===== src/rtl/sdmod_pkg.sv =====
package sdmod_pkg;

    // Two-bit digit code: bit 1 is the sign, bit 0 the magnitude.
    typedef logic [1:0] sdig_t;

    localparam sdig_t SD_ZERO = 2'b00;
    localparam sdig_t SD_POS  = 2'b01;
    localparam sdig_t SD_NEG  = 2'b11;

    // How the transfer leaving the top digit is folded back.
    typedef enum logic [1:0] {
        FOLD_DROP,
        FOLD_SAME,
        FOLD_NEGATE,
        FOLD_TWO_ROW
    } fold_e;

    // Per-position split of the pair sum into outgoing transfer and kept digit.
    typedef struct packed {
        logic signed [1:0] xfer;
        logic signed [1:0] keep;
    } split_t;

    function automatic logic signed [2:0] dig_val(input sdig_t d);
        case (d)
            SD_POS:  return 3'sb001;
            SD_NEG:  return 3'sb111;
            default: return 3'sb000;
        endcase
    endfunction

    function automatic sdig_t dig_enc(input logic signed [2:0] v);
        case (v)
            3'sb001: return SD_POS;
            3'sb111: return SD_NEG;
            default: return SD_ZERO;
        endcase
    endfunction

    // True when neither digit is negative: the transfer leaving that
    // position can then only be 0 or +1.
    function automatic logic nonneg_pair(input sdig_t x, input sdig_t y);
        return !x[1] && !y[1];
    endfunction

    // Choose transfer and kept digit so that the incoming transfer,
    // whose sign is bounded by lo_nonneg, cannot overflow the digit set.
    function automatic split_t split_sum(input logic signed [2:0] s,
                                         input logic lo_nonneg);
        split_t r;
        r.xfer = 2'sb00;
        r.keep = 2'sb00;
        case (s)
            3'sb010: r.xfer = 2'sb01;
            3'sb110: r.xfer = 2'sb11;
            3'sb001: begin
                if (lo_nonneg) begin
                    r.xfer = 2'sb01;
                    r.keep = 2'sb11;
                end else begin
                    r.keep = 2'sb01;
                end
            end
            3'sb111: begin
                if (lo_nonneg) begin
                    r.keep = 2'sb11;
                end else begin
                    r.xfer = 2'sb11;
                    r.keep = 2'sb01;
                end
            end
            default: ;
        endcase
        return r;
    endfunction

    // Final digit: kept digit plus incoming transfer.
    function automatic sdig_t add_digit(input logic signed [1:0] keep,
                                        input logic signed [1:0] tin);
        logic signed [2:0] t;
        t = {keep[1], keep} + {tin[1], tin};
        return dig_enc(t);
    endfunction

    // Transfer leaving a position, from its pair and the pair below it.
    function automatic logic signed [1:0] pair_xfer(input sdig_t xt, input sdig_t yt,
                                                    input sdig_t xn, input sdig_t yn);
        split_t sp;
        sp = split_sum(dig_val(xt) + dig_val(yt), nonneg_pair(xn, yn));
        return sp.xfer;
    endfunction

    function automatic fold_e pick_fold(input int p, input int m);
        if (m == (1 << p))          return FOLD_DROP;
        else if (m == (1 << p) - 1) return FOLD_SAME;
        else if (m == (1 << p) + 1) return FOLD_NEGATE;
        else                        return FOLD_TWO_ROW;
    endfunction

endpackage


===== src/rtl/sdmod_row.sv =====
module sdmod_row
    import sdmod_pkg::*;
#(
    parameter int P = 6
) (
    input  logic [2*P-1:0]    x_i,
    input  logic [2*P-1:0]    y_i,
    input  logic signed [1:0] cin_i,
    input  logic              lo_nonneg_i,
    output logic [2*P-1:0]    z_o,
    output logic signed [1:0] cout_o
);

    logic [P-1:0]   nn;
    logic [2*P-1:0] xfer_v;

    for (genvar i = 0; i < P; i++) begin : g_pos
        sdig_t             xd;
        sdig_t             yd;
        logic              below_nonneg;
        logic signed [1:0] tin;
        split_t            sp;

        assign xd    = x_i[2*i +: 2];
        assign yd    = y_i[2*i +: 2];
        assign nn[i] = nonneg_pair(xd, yd);

        if (i == 0) begin : g_low
            assign below_nonneg = lo_nonneg_i;
            assign tin          = cin_i;
        end else begin : g_mid
            assign below_nonneg = nn[i-1];
            assign tin          = $signed(xfer_v[2*(i-1) +: 2]);
        end

        assign sp                 = split_sum(dig_val(xd) + dig_val(yd), below_nonneg);
        assign xfer_v[2*i +: 2]   = sp.xfer;
        assign z_o[2*i +: 2]      = add_digit(sp.keep, tin);
    end

    assign cout_o = $signed(xfer_v[2*P-1 -: 2]);

endmodule


===== src/rtl/sdmod_corr.sv =====
module sdmod_corr
    import sdmod_pkg::*;
#(
    parameter int P    = 6,
    parameter int DMAG = 4,
    parameter bit DNEG = 1'b0
) (
    input  logic signed [2:0] k_i,
    output logic [2*P-1:0]    k_word_o
);

    localparam logic [P-1:0] ONCE  = DMAG[P-1:0];
    localparam logic [P-1:0] TWICE = {ONCE[P-2:0], 1'b0};

    logic [P-1:0] sel;
    logic         neg;

    always_comb begin
        case (k_i)
            3'sb001, 3'sb111: sel = ONCE;
            3'sb010, 3'sb110: sel = TWICE;
            default:          sel = '0;
        endcase
    end

    assign neg = k_i[2] ^ DNEG;

    for (genvar i = 0; i < P; i++) begin : g_dig
        assign k_word_o[2*i +: 2] = sel[i] ? (neg ? SD_NEG : SD_POS) : SD_ZERO;
    end

endmodule


===== src/rtl/sdmod_adder.sv =====
module sdmod_adder
    import sdmod_pkg::*;
#(
    parameter int P = 6,
    parameter int M = 60
) (
    input  logic [2*P-1:0] a_i,
    input  logic [2*P-1:0] b_i,
    output logic [2*P-1:0] sum_o
);

    localparam fold_e FOLD = pick_fold(P, M);
    localparam int    DIST = (1 << P) - M;
    localparam int    DMAG = (DIST < 0) ? -DIST : DIST;
    localparam bit    DNEG = (DIST < 0);

    // Predicted top transfer and the one the last row actually emits.
    logic signed [1:0] fold_pred;
    logic signed [1:0] fold_seen;

    if (FOLD == FOLD_TWO_ROW) begin : g_two
        logic [2*P-1:0]    z1;
        logic [2*P-1:0]    kw;
        logic signed [1:0] c1;
        logic signed [2:0] k_sum;

        sdmod_row #(.P(P)) u_row1 (
            .x_i        (a_i),
            .y_i        (b_i),
            .cin_i      (2'sb00),
            .lo_nonneg_i(1'b1),
            .z_o        (z1),
            .cout_o     (c1)
        );

        // Correction digits stay below the top two positions, so the second
        // row's top transfer depends on z1 alone.
        assign fold_pred = pair_xfer(z1[2*P-1 -: 2], SD_ZERO, z1[2*P-3 -: 2], SD_ZERO);
        assign k_sum     = {c1[1], c1} + {fold_pred[1], fold_pred};

        sdmod_corr #(.P(P), .DMAG(DMAG), .DNEG(DNEG)) u_corr (
            .k_i     (k_sum),
            .k_word_o(kw)
        );

        sdmod_row #(.P(P)) u_row2 (
            .x_i        (z1),
            .y_i        (kw),
            .cin_i      (2'sb00),
            .lo_nonneg_i(1'b1),
            .z_o        (sum_o),
            .cout_o     (fold_seen)
        );
    end else begin : g_one
        logic signed [1:0] wrap_in;
        logic              wrap_nonneg;
        logic              top_nonneg;

        assign fold_pred  = pair_xfer(a_i[2*P-1 -: 2], b_i[2*P-1 -: 2],
                                      a_i[2*P-3 -: 2], b_i[2*P-3 -: 2]);
        assign top_nonneg = nonneg_pair(a_i[2*P-1 -: 2], b_i[2*P-1 -: 2]);

        if (FOLD == FOLD_SAME) begin : g_same
            assign wrap_in     = fold_pred;
            assign wrap_nonneg = top_nonneg;
        end else if (FOLD == FOLD_NEGATE) begin : g_neg
            assign wrap_in     = -fold_pred;
            assign wrap_nonneg = !top_nonneg;
        end else begin : g_drop
            assign wrap_in     = 2'sb00;
            assign wrap_nonneg = 1'b1;
        end

        sdmod_row #(.P(P)) u_row (
            .x_i        (a_i),
            .y_i        (b_i),
            .cin_i      (wrap_in),
            .lo_nonneg_i(wrap_nonneg),
            .z_o        (sum_o),
            .cout_o     (fold_seen)
        );
    end

endmodule


===== config.mk =====
export PLATFORM = sky130hd
export DESIGN_NAME = sdmod_adder
export DESIGN_NICKNAME = d
export VERILOG_FILES = /design/src/rtl/sdmod_pkg.sv /design/src/rtl/sdmod_row.sv /design/src/rtl/sdmod_corr.sv /design/src/rtl/sdmod_adder.sv
export SDC_FILE = /design/constraint.sdc
export NUM_CORES = 1
export LEC_CHECK = 0
export BUFFER_PORTS_ARGS = -buffer_cell sky130_fd_sc_hd__clkbuf_2
export CORE_MARGIN = 10
export CORE_UTILIZATION = 45
export DETAILED_ROUTE_END_ITERATION = 16
export PLACE_DENSITY = 0.65
export REMOVE_ABC_BUFFERS = 1
export SLEW_MARGIN = 20
export SYNTH_ARGS = -nofsm -noshare
export SYNTH_HDL_FRONTEND = slang
export SYNTH_HIERARCHICAL = 1
export SYNTH_SLANG_ARGS = --single-unit

===== constraint.sdc =====
create_clock -name vclk -period 10.06
set_input_delay 2.012 -clock vclk [all_inputs]
set_output_delay 2.012 -clock vclk [all_outputs]
set_load 0.02 [all_outputs]

## Yosys cells after proc, flatten, opt, wreduce, memory -nomap -nowiden

Cells that the tools add are included.

- Add/sub/neg operators: 23
- Equal/unequal tests: 126
- Muxes and demuxes: 98
- Reduce and logical (&&, ||, !) cells: 46

Operators with widths:

| operator | number |
|---|---|
| $pmux W3 S2 | 24 |
| $eq A3 B3 Y1 const B | 39 |
| $pmux W2 S4 | 10 |
| $eq A3 B1 Y1 const B | 26 |
| $mux W2 | 39 |
| $pmux W2 S2 | 14 |
| $eq A2 B1 Y1 const B | 24 |
| $eq A2 B2 Y1 const B | 24 |
| $eq A3 B2 Y1 const B | 13 |
| $add A3 B3 Y3 | 12 |
| $add A2 B2 Y3 | 11 |
| $reduce_or A2 Y1 | 16 |
| $logic_not A1 Y1 | 20 |
| $logic_and A1 B1 Y1 | 10 |
| $mux W1 | 10 |
| $pmux W4 S2 | 1 |

- Register bits: 0
- Input bits: 24
- Output and inout port bits: 12
- Logic and storage cells: 293

## Logic depth before layout (Yosys ltp)

- Depth after elaboration: 27
- Mapped depth: 29
- Mapped depth without buffers: 27

## Cells and area by module

Netlist, hierarchy kept.

By module, submodules not included:

| module | times used | cells an instance | area each (µm²) | sequential area each (µm²) |
|---|---|---|---|---|
| sdmod_row | 2 | 132 | 1121.1 | 0.0 |
| sdmod_corr | 1 | 15 | 102.6 | 0.0 |
| sdmod_adder | 1 | 12 | 95.1 | 0.0 |

## Least setup slack after synthesis

OpenSTA, ideal clock, no wires.

- Path kind: input to output
- Start point: in a_i[6]
- End point: out sum_o[4]
- Arrival time: 7.508 ns
- Required time: 8.048 ns
- Path slack: 0.540 ns
- Stages on the path: 25
- Path buffers: 2
- Cell sequence: clkbuf_1 > ha_1 > fa_1 > nor2b_4 > a21boi_0 > fa_1 > and3_1 > xnor2_1 > and2_1 > ha_1 > inv_1 > fa_1 > inv_1 > or2_1 > a21boi_2 > clkbuf_1 > ha_1 > inv_1 > fa_1 > xor2_1 > and2_1 > ha_1 > fa_1 > xnor2_1 > and2_1

- Word-level cells in the longest chain between the ends: 24
- Elaborated cells between the ends (all ways): 56
- Those cells by class: add/sub: 6; eq/ne: 24; mux: 19; reduce/logical: 7

Ends and longest elaborated chain:

| element | line | source |
|---|---|---|
| start: declaration | sdmod_adder.sv:7 | `input logic [2*P-1:0] a_i,` |
| $eq A2 B2 Y1 or $eq A2 B1 Y1 (tied branches) | sdmod_pkg.sv:25 | `case (d)` |
| $pmux W3 S2 * | sdmod_pkg.sv:25 |  |
| $add A3 B3 Y3 * | sdmod_row.sv:36 | `assign sp = split_sum(dig_val(xd) + dig_val(yd), below_nonneg);` |
| $eq A3 B3 Y1, or another cell as far along | sdmod_pkg.sv:53 | `case (s)` |
| $pmux W2 S4 * | sdmod_pkg.sv:53 |  |
| $add A2 B2 Y3 * | sdmod_pkg.sv:81 | `t = {keep[1], keep} + {tin[1], tin};` |
| $eq A3 B3 Y1 or $eq A3 B1 Y1 (tied branches) | sdmod_pkg.sv:33 | `case (v)` |
| $pmux W2 S2 * | sdmod_pkg.sv:33 |  |
| net g_two.z1[9] | sdmod_adder.sv:22 | `logic [2*P-1:0] z1;` |
| [3 not listed] | -- |  |
| net g_two.k_sum[1] | sdmod_adder.sv:25 | `logic signed [2:0] k_sum;` |
| [4 not listed] | -- |  |
| net g_two.kw[4] | sdmod_adder.sv:23 | `logic [2*P-1:0] kw;` |
| [1 not listed] | -- |  |
| $pmux W3 S2 * | sdmod_pkg.sv:25 |  |
| $add A3 B3 Y3 * | sdmod_row.sv:36 |  |
| $eq A3 B1 Y1 or $eq A3 B3 Y1 (tied branches) | sdmod_pkg.sv:53 |  |
| $reduce_or A2 Y1 (no line) * | -- |  |
| $mux W2 * | -- |  |
| $add A2 B2 Y3 * | sdmod_pkg.sv:81 |  |
| $eq A3 B3 Y1 or $eq A3 B1 Y1 (tied branches) | sdmod_pkg.sv:33 |  |
| $pmux W2 S2 * | sdmod_pkg.sv:33 |  |
| end: declaration | sdmod_adder.sv:9 | `output logic [2*P-1:0] sum_o` |

Mark *: on every way through the listed nets, which the timed path passes. The rest lies on a longest branch.

## Worst setup path after layout

Ends and elaborated chain as after synthesis.

==> metrics.md <==
| Metric | Value |
|---|---|
| Outcome | complete, no violations |
| RSZ-0062 raised after global routing | false |
| Avg Cell Area, Syn | 8.40 sq um |
| Initial antenna violation count | 0 |
| Sw frac | 0.535 |
| Fmax | 103 MHz |
| Max Used Layer | met3 |
| Min-delay src | b_i[3] |
| Gr ovfl total | 0 |
| Detailed Place HPWL | 3370 um |
| Initial Util | 0.469 |
| WS Path Type | in2out |
| DRC viols | 0 |
| Die ar. | 0.00869 sq mm |
| WL/cell | 9.34 um |
| Critical path endpoint category | output pin |
| Net Sw Power | 0.213 mW |
| Share of cells above drive strength 1 | 0.149 |
| Routed WL | 3530 um |
| Final #Nets | 397 |
| Layout area overhead | 7.52% |
| Placement Rows | 26 |
| Clock share of power | 0 |
| Post-Route Hold Slack | 5390 ps |
| GP Congestion | 0.739 |
| CP max-delay cell | fa_1 |
| Sequential cell count | 0 |
| DR pass1 iterations | 4 |
| CP Launch Point | a_i[6] |
| Setup tns final | 0 ps |
| Height of the die | 93.2 um |
| Warnings from Yosys | 6 |
| Mapped Area | 0.00241 sq mm |
| Initial DRC count | 50 |
| Leak | 1.23 nW |
| Tot GR Track Use | 0.0856 |
| FF+latch area | 0 sq um |
| Crit path to | sum_o[4] |
| M1 WL | 1760 um |
| Final hold vios | 0 |
| Via Count | 1737 |
| Vias in the first global route | 1753 |
| Met2 WL post-DR | 1670 um |
| Clk_buf instances | 0 |
| Power Density | 153 mW/mm^2 |
| Ports | 36 |
| Critical Path Source Type | input port |
| Worst EP required | 8050 ps |
| Internal power | 0.185 mW |
| Cts hold-fix bufs | 0 |
| Port Buffer Count | 36 |
| Final period utilization | 0.961 |
| Final ANT Viol Nets | 0 |
| Via density | 4.60 |
| Hold WC Path Type | in2out |
| WL met3 | 101 um |
| CP max stage delay | 570 ps |
| Pins Over Slew Limit | 0 |
| Reg power frac | 0 |
| Post-synthesis cell count | 287 |
| Max cap viols | 0 |
| Comb power frac | 1.000 |
| Diode count | 0 |
| # setup viols final | 0 |
| Largest net degree at the start of global routing | 6 |
| First-pass GRT wire length | 6810 um |
| WP data arrival | 7660 ps |
| Die W | 93.2 um |
| Final Critical Period | 9670 ps |
| Largest fanout on the critical path | 4 |
| Core area | 0.00514 sq mm |
| Max VDD drop | 0.119 mV |
layout by cell type (no fill, tap or decap), drive strengths merged:
cell type,count
nand2,23
a21oi,6
and3,17
o21a,2
nand3,5
conb,20
o221ai,4
nand2b,9
ha,25
a32o,2
fa,38
xnor2,15
xor2,8
a21boi,3
nor2b,7
clkbuf,36
nor3b,2
o2bb2ai,3
inv,22
and2,31
or2,1
nand4b,4
o21ai,9
nor2,13
and3b,3
final cells by class:
type	count	area (sq um)
Fill cell	524	2550
Multi-Input combinational cell	250	2240
Timing Repair Buffer	36	180
Inverter	22	82.6
Tap cell	70	87.6
worst max-delay path, delay by kind of cell:
family          cells  cell delay (ps)
buf+inv             5              400
xor+xnor            3              420
compound gates      2              400
fa+ha+maj          10             3470
simple gates        6              940
per-layer routing:
metal	track usage	vias up
met2	0.165	23
met4	0	0
met3	0.00639	0
li1	-	919
met1	0.107	795
met5	0	-
metrics by stage:
step / util / std cells / power, mW / instance area [sq um] / worst slack [ps]
after floorplan: - / 272 / 0.317 / 2320 / 691
after global placement: 0.504 / 378 / 0.393 / 2590 / 420
after detailed placement: 0.504 / 378 / 0.401 / 2590 / 282
after CTS: 0.504 / 378 / 0.404 / 2590 / 303
after global routing: 0.504 / 378 / 0.457 / 2590 / 26.9
final: 0.504 / 378 / 0.398 / 2590 / 392
power groups by stage:
stage / clock network, mW / logic, mW / registers (mW)
after global routing: 0 / 0.457 / 0
final: 0 / 0.398 / 0
after CTS: 0 / 0.404 / 0
after floorplan: 0 / 0.317 / 0
after detailed placement: 0 / 0.401 / 0
after global placement: 0 / 0.393 / 0
what timing repair did:
item / in CTS / in global routing
endpoints found under the hold margin: 0 / 0
resized for setup: 0 / 1
setup endpoints to repair: 0 / 3
setup buffers: 0 / 0
worst min-delay path by stage:
stage,slack (ps),cells past startpoint,end
2_1_floorplan,5070,8,sum_o[10]
3_3_place_gp,5410,10,sum_o[10]
3_5_place_dp,5410,10,sum_o[10]
4_1_cts,5420,10,sum_o[10]
5_1_grt,5540,10,sum_o[10]
6_report,5390,10,sum_o[10]
Note: power is estimated with default switching activity, not from simulation.
